$ cat config.mk
export PLATFORM = sky130hd
export DESIGN_NAME = sio_chan_status
export DESIGN_NICKNAME = d
export VERILOG_FILES = /design/src/rtl/sio_stat_pkg.sv /design/src/rtl/sio_sync.sv /design/src/rtl/sio_event_bit.sv /design/src/rtl/sio_ctl_reg.sv /design/src/rtl/sio_chan_status.sv
export SDC_FILE = /design/constraint.sdc
export NUM_CORES = 1
export LEC_CHECK = 0
export ABC_AREA = 0
export ABC_CLOCK_PERIOD_IN_PS = 1500
export BUFFER_PORTS_ARGS = -buffer_cell sky130_fd_sc_hd__buf_4
export CAP_MARGIN = 20
export CORE_MARGIN = 2
export CORE_UTILIZATION = 43
export DETAILED_ROUTE_END_ITERATION = 12
export PLACE_DENSITY = 0.94
export SYNTH_ARGS = -nofsm -noshare
export SYNTH_HDL_FRONTEND = slang
export SYNTH_SLANG_ARGS = --single-unit
$ cat constraint.sdc
create_clock -name clk -period 1.5 [get_ports clk]
set_clock_uncertainty 0.05 [all_clocks]
set_input_delay 0.075 -clock clk [delete_from_list [all_inputs] [get_ports clk]]
set_output_delay 0.075 -clock clk [all_outputs]
set_load 0.02 [all_outputs]
$ cat src/rtl/sio_stat_pkg.sv
// Package: bit positions and shared types of the serial channel status and
// control words. Positions are fixed because software decodes them.
package sio_stat_pkg;

    localparam int unsigned REG_W = 32;
    localparam int unsigned N_MDM = 4;   // line index: 0 DCD, 1 DSR, 2 CTS, 3 RI

    // status word
    localparam int unsigned ST_RXAV = 0;
    localparam int unsigned ST_OVR  = 13;
    localparam int unsigned ST_TXE  = 25;

    // control word
    localparam int unsigned CT_MSIE = 0;
    localparam int unsigned CT_RXIE = 2;
    localparam int unsigned CT_TXIE = 19;
    localparam int unsigned CT_RTS  = 25;
    localparam int unsigned CT_DTR  = 26;
    localparam int unsigned CT_LOOP = 27;
    localparam int unsigned CT_BRK  = 28;

    localparam logic [REG_W-1:0] CTRL_MASK =
        (REG_W'(1) << CT_MSIE) | (REG_W'(1) << CT_RXIE) | (REG_W'(1) << CT_TXIE) |
        (REG_W'(1) << CT_RTS)  | (REG_W'(1) << CT_DTR)  | (REG_W'(1) << CT_LOOP) |
        (REG_W'(1) << CT_BRK);

    typedef enum logic {
        SEL_STAT = 1'b0,
        SEL_CTRL = 1'b1
    } reg_sel_e;

    typedef struct packed {
        logic brk;
        logic loop;
        logic dtr;
        logic rts;
    } mdm_out_t;

    // Status position of the live level of modem line idx.
    function automatic int unsigned mdm_live_pos(input int unsigned idx);
        case (idx)
            0:       return 3;
            1:       return 4;
            2:       return 5;
            default: return 6;
        endcase
    endfunction

    // Status position of the change event of modem line idx.
    function automatic int unsigned mdm_chg_pos(input int unsigned idx);
        case (idx)
            0:       return 18;
            1:       return 16;
            2:       return 17;
            default: return 22;
        endcase
    endfunction

endpackage

$ cat src/rtl/sio_sync.sv
// Module: sio_sync
// Multi-stage synchronizer for a vector of asynchronous levels.
// Assumes STAGES >= 2. Each bit is treated on its own; the bits are not
// kept coherent with each other.
module sio_sync #(
    parameter int unsigned STAGES = 2,
    parameter int unsigned W      = 4
) (
    input  logic         clk,
    input  logic         rst_n,
    input  logic [W-1:0] d_i,
    output logic [W-1:0] q_o
);

    logic [STAGES-1:0][W-1:0] chain_q;

    // Shift the sampled levels through the flop chain.
    always_ff @(posedge clk) begin
        if (!rst_n) begin
            chain_q <= '0;
        end else begin
            chain_q[0] <= d_i;
            for (int s = 1; s < STAGES; s++) begin
                chain_q[s] <= chain_q[s-1];
            end
        end
    end

    assign q_o = chain_q[STAGES-1];

endmodule

$ cat src/rtl/sio_event_bit.sv
// Module: sio_event_bit
// One sticky event flag. set_i sets it and clr_i (a write-1 from software)
// clears it. When both are present in the same cycle, set wins.
module sio_event_bit (
    input  logic clk,
    input  logic rst_n,
    input  logic set_i,
    input  logic clr_i,
    output logic flag_o
);

    logic flag_q;

    // Hold the flag; a same-cycle set overrides the clear.
    always_ff @(posedge clk) begin
        if (!rst_n) flag_q <= 1'b0;
        else        flag_q <= (flag_q & ~clr_i) | set_i;
    end

    assign flag_o = flag_q;


    set_wins_chk: assert property (@(posedge clk) disable iff (!rst_n)
        set_i |=> flag_o);


    clear_chk: assert property (@(posedge clk) disable iff (!rst_n)
        (clr_i && !set_i) |=> !flag_o);


    hold_chk: assert property (@(posedge clk) disable iff (!rst_n)
        (!set_i && !clr_i) |=> $stable(flag_o));

endmodule

$ cat src/rtl/sio_ctl_reg.sv
// Module: sio_ctl_reg
// Channel control word. Only the bits implemented in CTRL_MASK are stored.
// Breaks out the three interrupt enables and the modem-side outputs.
module sio_ctl_reg
    import sio_stat_pkg::*;
(
    input  logic             clk,
    input  logic             rst_n,
    input  logic             wr_i,
    input  logic [REG_W-1:0] wdata_i,
    output logic [REG_W-1:0] ctl_o,
    output logic             msie_o,
    output logic             rxie_o,
    output logic             txie_o,
    output mdm_out_t         pins_o
);

    logic [REG_W-1:0] ctl_q;

    // Store the implemented control bits on a write.
    always_ff @(posedge clk) begin
        if (!rst_n)    ctl_q <= '0;
        else if (wr_i) ctl_q <= wdata_i & CTRL_MASK;
    end

    assign ctl_o       = ctl_q;
    assign msie_o      = ctl_q[CT_MSIE];
    assign rxie_o      = ctl_q[CT_RXIE];
    assign txie_o      = ctl_q[CT_TXIE];
    assign pins_o.rts  = ctl_q[CT_RTS];
    assign pins_o.dtr  = ctl_q[CT_DTR];
    assign pins_o.loop = ctl_q[CT_LOOP];
    assign pins_o.brk  = ctl_q[CT_BRK];


    reserved_zero_chk: assert property (@(posedge clk) disable iff (!rst_n)
        wr_i |=> ((ctl_o & ~CTRL_MASK) == '0));

endmodule

$ cat src/rtl/sio_chan_status.sv
// Module: sio_chan_status
// Status and interrupt register of one serial channel. Synchronizes the modem
// lines and latches their changes. Latches transmit-empty while its enable is
// on. Serves the status word (address 0) and the control word (address 1)
// and combines causes and enables into irq_o. The modem inputs are assumed
// asynchronous; the other inputs are assumed to come from this clock domain.
module sio_chan_status
    import sio_stat_pkg::*;
#(
    parameter int unsigned SYNC_STAGES = 2
) (
    input  logic             clk,
    input  logic             rst_n,
    input  logic             dcd_i,
    input  logic             dsr_i,
    input  logic             cts_i,
    input  logic             ri_i,
    input  logic             rx_avail_i,
    input  logic             rx_ovr_i,
    input  logic             tx_empty_i,
    input  logic             wr_en_i,
    input  logic             addr_i,
    input  logic [REG_W-1:0] wdata_i,
    output logic [REG_W-1:0] rdata_o,
    output logic             irq_o,
    output logic             rts_o,
    output logic             dtr_o,
    output logic             loop_o,
    output logic             brk_o
);

    reg_sel_e         sel;
    logic             wr_stat, wr_ctl;
    logic [N_MDM-1:0] mdm_raw, mdm_sync, mdm_prev_q, mdm_chg;
    logic             tx_evt;
    logic             msie, rxie, txie;
    logic [REG_W-1:0] ctl_word, stat_word;
    mdm_out_t         pins;

    assign sel     = reg_sel_e'(addr_i);
    assign wr_stat = wr_en_i && (sel == SEL_STAT);
    assign wr_ctl  = wr_en_i && (sel == SEL_CTRL);
    assign mdm_raw = {ri_i, cts_i, dsr_i, dcd_i};

    sio_sync #(
        .STAGES (SYNC_STAGES),
        .W      (N_MDM)
    ) u_sync (
        .clk   (clk),
        .rst_n (rst_n),
        .d_i   (mdm_raw),
        .q_o   (mdm_sync)
    );

    // Remember the last synchronized modem levels for edge detection.
    always_ff @(posedge clk) begin
        if (!rst_n) mdm_prev_q <= '0;
        else        mdm_prev_q <= mdm_sync;
    end

    // One sticky change flag per modem line, cleared by a write-1 at its position.
    generate
        for (genvar i = 0; i < N_MDM; i++) begin : g_mdm
            localparam int unsigned CP = mdm_chg_pos(i);
            sio_event_bit u_chg (
                .clk    (clk),
                .rst_n  (rst_n),
                .set_i  (mdm_sync[i] ^ mdm_prev_q[i]),
                .clr_i  (wr_stat && wdata_i[CP]),
                .flag_o (mdm_chg[i])
            );
        end
    endgenerate

    sio_event_bit u_txe (
        .clk    (clk),
        .rst_n  (rst_n),
        .set_i  (tx_empty_i && txie),
        .clr_i  (wr_stat && wdata_i[ST_TXE]),
        .flag_o (tx_evt)
    );

    sio_ctl_reg u_ctl (
        .clk     (clk),
        .rst_n   (rst_n),
        .wr_i    (wr_ctl),
        .wdata_i (wdata_i),
        .ctl_o   (ctl_word),
        .msie_o  (msie),
        .rxie_o  (rxie),
        .txie_o  (txie),
        .pins_o  (pins)
    );

    // Assemble the status word from live levels and sticky events.
    always_comb begin
        stat_word          = '0;
        stat_word[ST_RXAV] = rx_avail_i;
        stat_word[ST_OVR]  = rx_ovr_i;
        stat_word[ST_TXE]  = tx_evt;
        for (int i = 0; i < N_MDM; i++) begin
            stat_word[mdm_live_pos(i)] = mdm_sync[i];
            stat_word[mdm_chg_pos(i)]  = mdm_chg[i];
        end
    end

    // Read mux of the two words.
    assign rdata_o = (sel == SEL_STAT) ? stat_word : ctl_word;

    // Interrupt request: each cause gated by its enable.
    assign irq_o = ((|mdm_chg) && msie) || (rx_avail_i && rxie) || (tx_evt && txie);

    assign rts_o  = pins.rts;
    assign dtr_o  = pins.dtr;
    assign loop_o = pins.loop;
    assign brk_o  = pins.brk;


    irq_masked_chk: assert property (@(posedge clk) disable iff (!rst_n)
        !(msie || rxie || txie) |-> !irq_o);


    tx_gate_chk: assert property (@(posedge clk) disable iff (!rst_n)
        $rose(tx_evt) |-> $past(txie && tx_empty_i));


    pin_follow_chk: assert property (@(posedge clk) disable iff (!rst_n)
        wr_ctl |=> (rts_o == $past(wdata_i[CT_RTS]) && brk_o == $past(wdata_i[CT_BRK])));

endmodule

Yosys cells after proc, flatten, opt, wreduce, memory -nomap -nowiden
Cells that the tools add are included.
- flip-flop bits (word level): 24
- reduce and logical (&&, ||, !) cells: 14
- multiplexer cells: 1
- bitwise gates (word level): 20
- operators by type and width (cell ; number):
    $mux 29 ; 1
    $logic_and 1x1->1 ; 11
    $not 1->1 ; 6
    $and 1x1->1 ; 5
    $or 1x1->1 ; 5
    $reduce_or 4->1 ; 1
    $xor 1x1->1 ; 4
    $logic_or 1x1->1 ; 2

Longest topological paths before layout
- depth after elaboration: 6
- mapped depth: 4
- depth with buffers taken out: 3

Modules after synthesis
Synthesis repeated with hierarchy kept, for this count alone.
- cells, all modules: 149
- area, all modules: 1487.7 sq um
- by module, submodules not included (module ; cells each ; times used ; area an instance (sq um)):
    sio_chan_status ; 59 ; 1 ; 531.8
    sio_ctl_reg ; 55 ; 1 ; 509.2
    sio_sync ; 20 ; 1 ; 240.2
    sio_event_bit ; 3 ; 5 ; 41.3

Worst setup path before layout
No wires, ideal clock.
- path kind: register to output
- from: register g_mdm[1].u_chg.flag_q
- to: output port irq_o
- required time: 1.375 ns
- cell stages (with the launch flop): 3
- arrival: 0.815 ns
- setup slack: 0.560 ns
- cells stage by stage: dfxtp_1 > o41ai_1 > nand2_1
- word-level cells in the longest chain between the ends: 4
- ends and longest elaborated chain (item ; line ; RTL):
    start: declaration ; sio_event_bit.sv:12 ; logic flag_q;
    start signal: assignment ; sio_event_bit.sv:17 ; else flag_q <= (flag_q & ~clr_i) | set_i;
    $reduce_or 4->1 ; sio_chan_status.sv:111 ; assign irq_o = ((|mdm_chg) && msie) || (rx_avail_i && rxie) || (tx_evt && txie);
    $logic_and 1x1->1 ; sio_chan_status.sv:111 ;
    $logic_or 1x1->1 (2 in a row) ; sio_chan_status.sv:111 ;
    end: declaration ; sio_chan_status.sv:25 ; output logic irq_o,
No other way between the ends.

Final worst setup path
Ends and elaborated chain as after synthesis.

==> metrics.md <==
| Metric | Value |
|---|---|
| Clk root buf | clkbuf_4 |
| Post-CTS Setup Inserts | 0 |
| Cts bufs inserted | 3 |
| CP endpoint kind | primary output |
| Worst Setup Start Kind | flip-flop |
| Placeable core area | around 0.0025 mm^2 |
| Post-synthesis cell area | ~0.0011 mm^2 |
| Syn avg cell area | 9.45 um^2 |
| Worst-Skew Late Latency | approximately 0.30 ns |
| Reg area | 480 um^2 |
| Die Span Y | between 50 and 60 um |
| H-Tree Depth | 1 |
| Outcome | complete, no violations |
| Crit path to | irq_o |
| Vias in the first global route | about 810 |
| First-pass GRT wire length | between 3000 and 4000 um |
| Synth warn | 0 |
| Cell breakdown of the critical path | o41ai_1 -> nand2_1 -> buf_4 |
| IO buf count | 42 |
| Cells after Synth | ~120 |
| Worst Hold Class | in -> reg |
| Reg2reg end | g_mdm[3].u_chg.flag_o$_SDFF_PN0_ |
| Vias | around 890 |
| Setup CP Type | reg -> out |
| Routed vias/inst | around 4.4 |
| CTS sink count | 24 |
| Initial antenna violation count | 0 |
| Die Wd | 55.1 um |
| CTS tree | yes |
| # rows | 18 |
| Slowest CP cell | o41ai_1 |
| RSZ-0062 raised after global routing | false |
| Post-placement cell area | around 0.0014 mm^2 |
| Flops & latches, synth | 24 |
| Delay of the slowest cell on the worst path | 0.36 ns |
| Largest net degree at the start of global routing | 30 |
| Cell variety after synth | 20 |
| Nets | between 200 and 250 |
| Tmin final | about 1.4 ns |
| Gr usage total | 0.159 |
| Fmax | approximately 0.7 GHz |
| Gpl congestion | 0.675 |
| Worst reg2reg setup slack | 0.67 ns |
| Residual DRC count | 0 |
| Area of the multi-input gates | 527 um^2 |
| ANT nets after route | 0 |
| Worst R2R Start | u_sync.q_o[3]$_SDFF_PN0_ |
| Final wirelength | approximately 2200 um |
| Final worst setup slack | between 0.09 and 0.1 ns |
| Routed wire per std cell | ~11 um |
| Power Density | between 800 and 900 mW/mm^2 |
| DRT iter0 DRCs | 4 |
| Period utilisation layout | 0.936 |
| Cell area after layout | between 0.0015 and 0.002 mm^2 |
| Fin. max-slew vios | 0 |
| Clock slew at reported path FFs | 0.12 ns |
| VDD IR max | about 0.62 mV |
| Die ar. | about 0.0030 mm^2 |
| Antenna diodes | 0 |
| FF-to-FF path depth | 3 |
| Clock Path Buffers | 2 |
| Final setup vio count | 0 |
| Hpwl dp | between 1500 and 2000 um |
| Crit path from | g_mdm[1].u_chg.flag_o$_SDFF_PN0_ |
| PostCTS Resize Cnt | 0 |
| Hold Vio Cnt, Final | 0 |
| TritonRoute pass-1 iters | 3 |
| Dpl ws | between 0.4 and 0.5 ns |
| Worst EP arrival | roughly 1.3 ns |
| Remaining Overflow, GRT | 0 |
| Initial Util | 0.454 |
| Number of max-cap violations | 0 |
| Crit path max fanout | 3 |
| Share of layout cells above drive strength 1 | 0.294 |
| Fill cells | around 230 |
| Area Growth Syn to Fin | 34.8% |
| Cts hold-fix bufs | 12 |
| I/O pin count | 80 |
| Sequential fraction of the synthesis area | 0.427 |
| WP data required | roughly 1.4 ns |
| Leakage | 0.715 nW |
| Fin Setup TNS | 0 ns |
cell usage in the layout, fill, tap and decap left out:
cell / n
dfxtp_1: 24
o41ai_1: 1
a22oi_2: 1
xor2_1: 4
a21boi_1: 7
a21oi_1: 4
nand3_1: 7
mux2_2: 2
nand3b_1: 5
nand2_4: 1
clkbuf_4: 3
clkbuf_8: 1
buf_4: 42
nor2b_1: 14
a22oi_1: 1
conb_1: 16
nand2_1: 8
dlygate4sd3_1: 12
and2_1: 17
stage by stage:
stage | utilization | hold WS (ns) | total power [mW] | instances
2_1_floorplan | - | 0.152 | 0.877 | 134
3_3_place_gp | 0.549 | 0.233 | 0.921 | 184
4_1_cts | 0.612 | 0.0586 | 1.28 | 200
6_report | 0.612 | 0.0704 | 1.27 | 200
3_5_place_dp | 0.549 | 0.239 | 0.929 | 184
5_1_grt | 0.612 | 0.0530 | 1.34 | 200
layer usage:
metal  part of all wire  global-route usage  vias up
met3              0.073              0.0242        2
li1                   -                   -      453
met2               0.56               0.321       40
met4             0.0040              0.0610        0
met5                  0                   0        -
met1               0.36               0.159      394
worst min-delay path by stage:
stage	startpoint	to	slack (ns)	cells past startpoint
CTS	wr_en_i	u_ctl.ctl_o[2]$_SDFFE_PN0P_	0.06	3
global placement	ri_i	u_sync.chain_q[3]$_SDFF_PN0_	0.23	2
floorplan	dcd_i	u_sync.chain_q[0]$_SDFF_PN0_	0.15	1
global route	wr_en_i	u_ctl.ctl_o[2]$_SDFFE_PN0P_	0.05	3
detailed placement	ri_i	u_sync.chain_q[3]$_SDFF_PN0_	0.24	2
finish	wr_en_i	u_ctl.ctl_o[2]$_SDFFE_PN0P_	0.07	3
Yosys cell counts (all sizes together):
cell / instances / share of area
nand2: 9 / 0.037
clkbuf: 1 / 0.0033
a22oi: 2 / 0.018
a21oi: 4 / 0.018
nand3: 7 / 0.031
nand3b: 5 / 0.033
xor2: 4 / 0.031
nor2b: 14 / 0.078
mux2: 2 / 0.020
and2: 17 / 0.095
dfxtp: 24 / 0.43
o41ai: 1 / 0.0078
buf: 21 / 0.15
a21boi: 7 / 0.047
conb: 1 / 0.0033
report_power, final:
| part | internal [mW] | leakage [nW] | switching [mW] |
|---|---|---|---|
| clock network | 0.148 | 0.0210 | 0.182 |
| logic | 0.122 | 0.497 | 0.130 |
| registers | 0.667 | 0.197 | 0.0187 |
cells by family after synthesis:
group	Yosys count	share of synthesized area
AOI/OAI and AO/OA	14	0.0901
xor gates and xnor gates	4	0.0311
buffers and inverters	22	0.155
DFF	24	0.427
muxes	2	0.0200
other	1	0.00333
and+or+nand+nor	52	0.274
area by class of cell:
cell class	count	area share
timing repair buffer	54	0.287
tap	30	0.0248
multi-input combinational	88	0.347
clock buffer	4	0.0239
sequential	24	0.317
sequential cells by signal, indices dropped and copies added, names as in the netlist:
signal,count
u_sync.q_o,4
g_mdm.u_chg.flag_o,4
mdm_prev_q,4
u_txe.flag_o,1
u_ctl.ctl_o,7
u_sync.chain_q,4
critical path, delay by kind of cell (launching register included):
kind | cells | cell delay, ns
flops | 1 | 0.35
buf+inv | 1 | 0.17
compound gates | 1 | 0.36
simple gates | 1 | 0.10
Power figures use the tool's default switching activity.
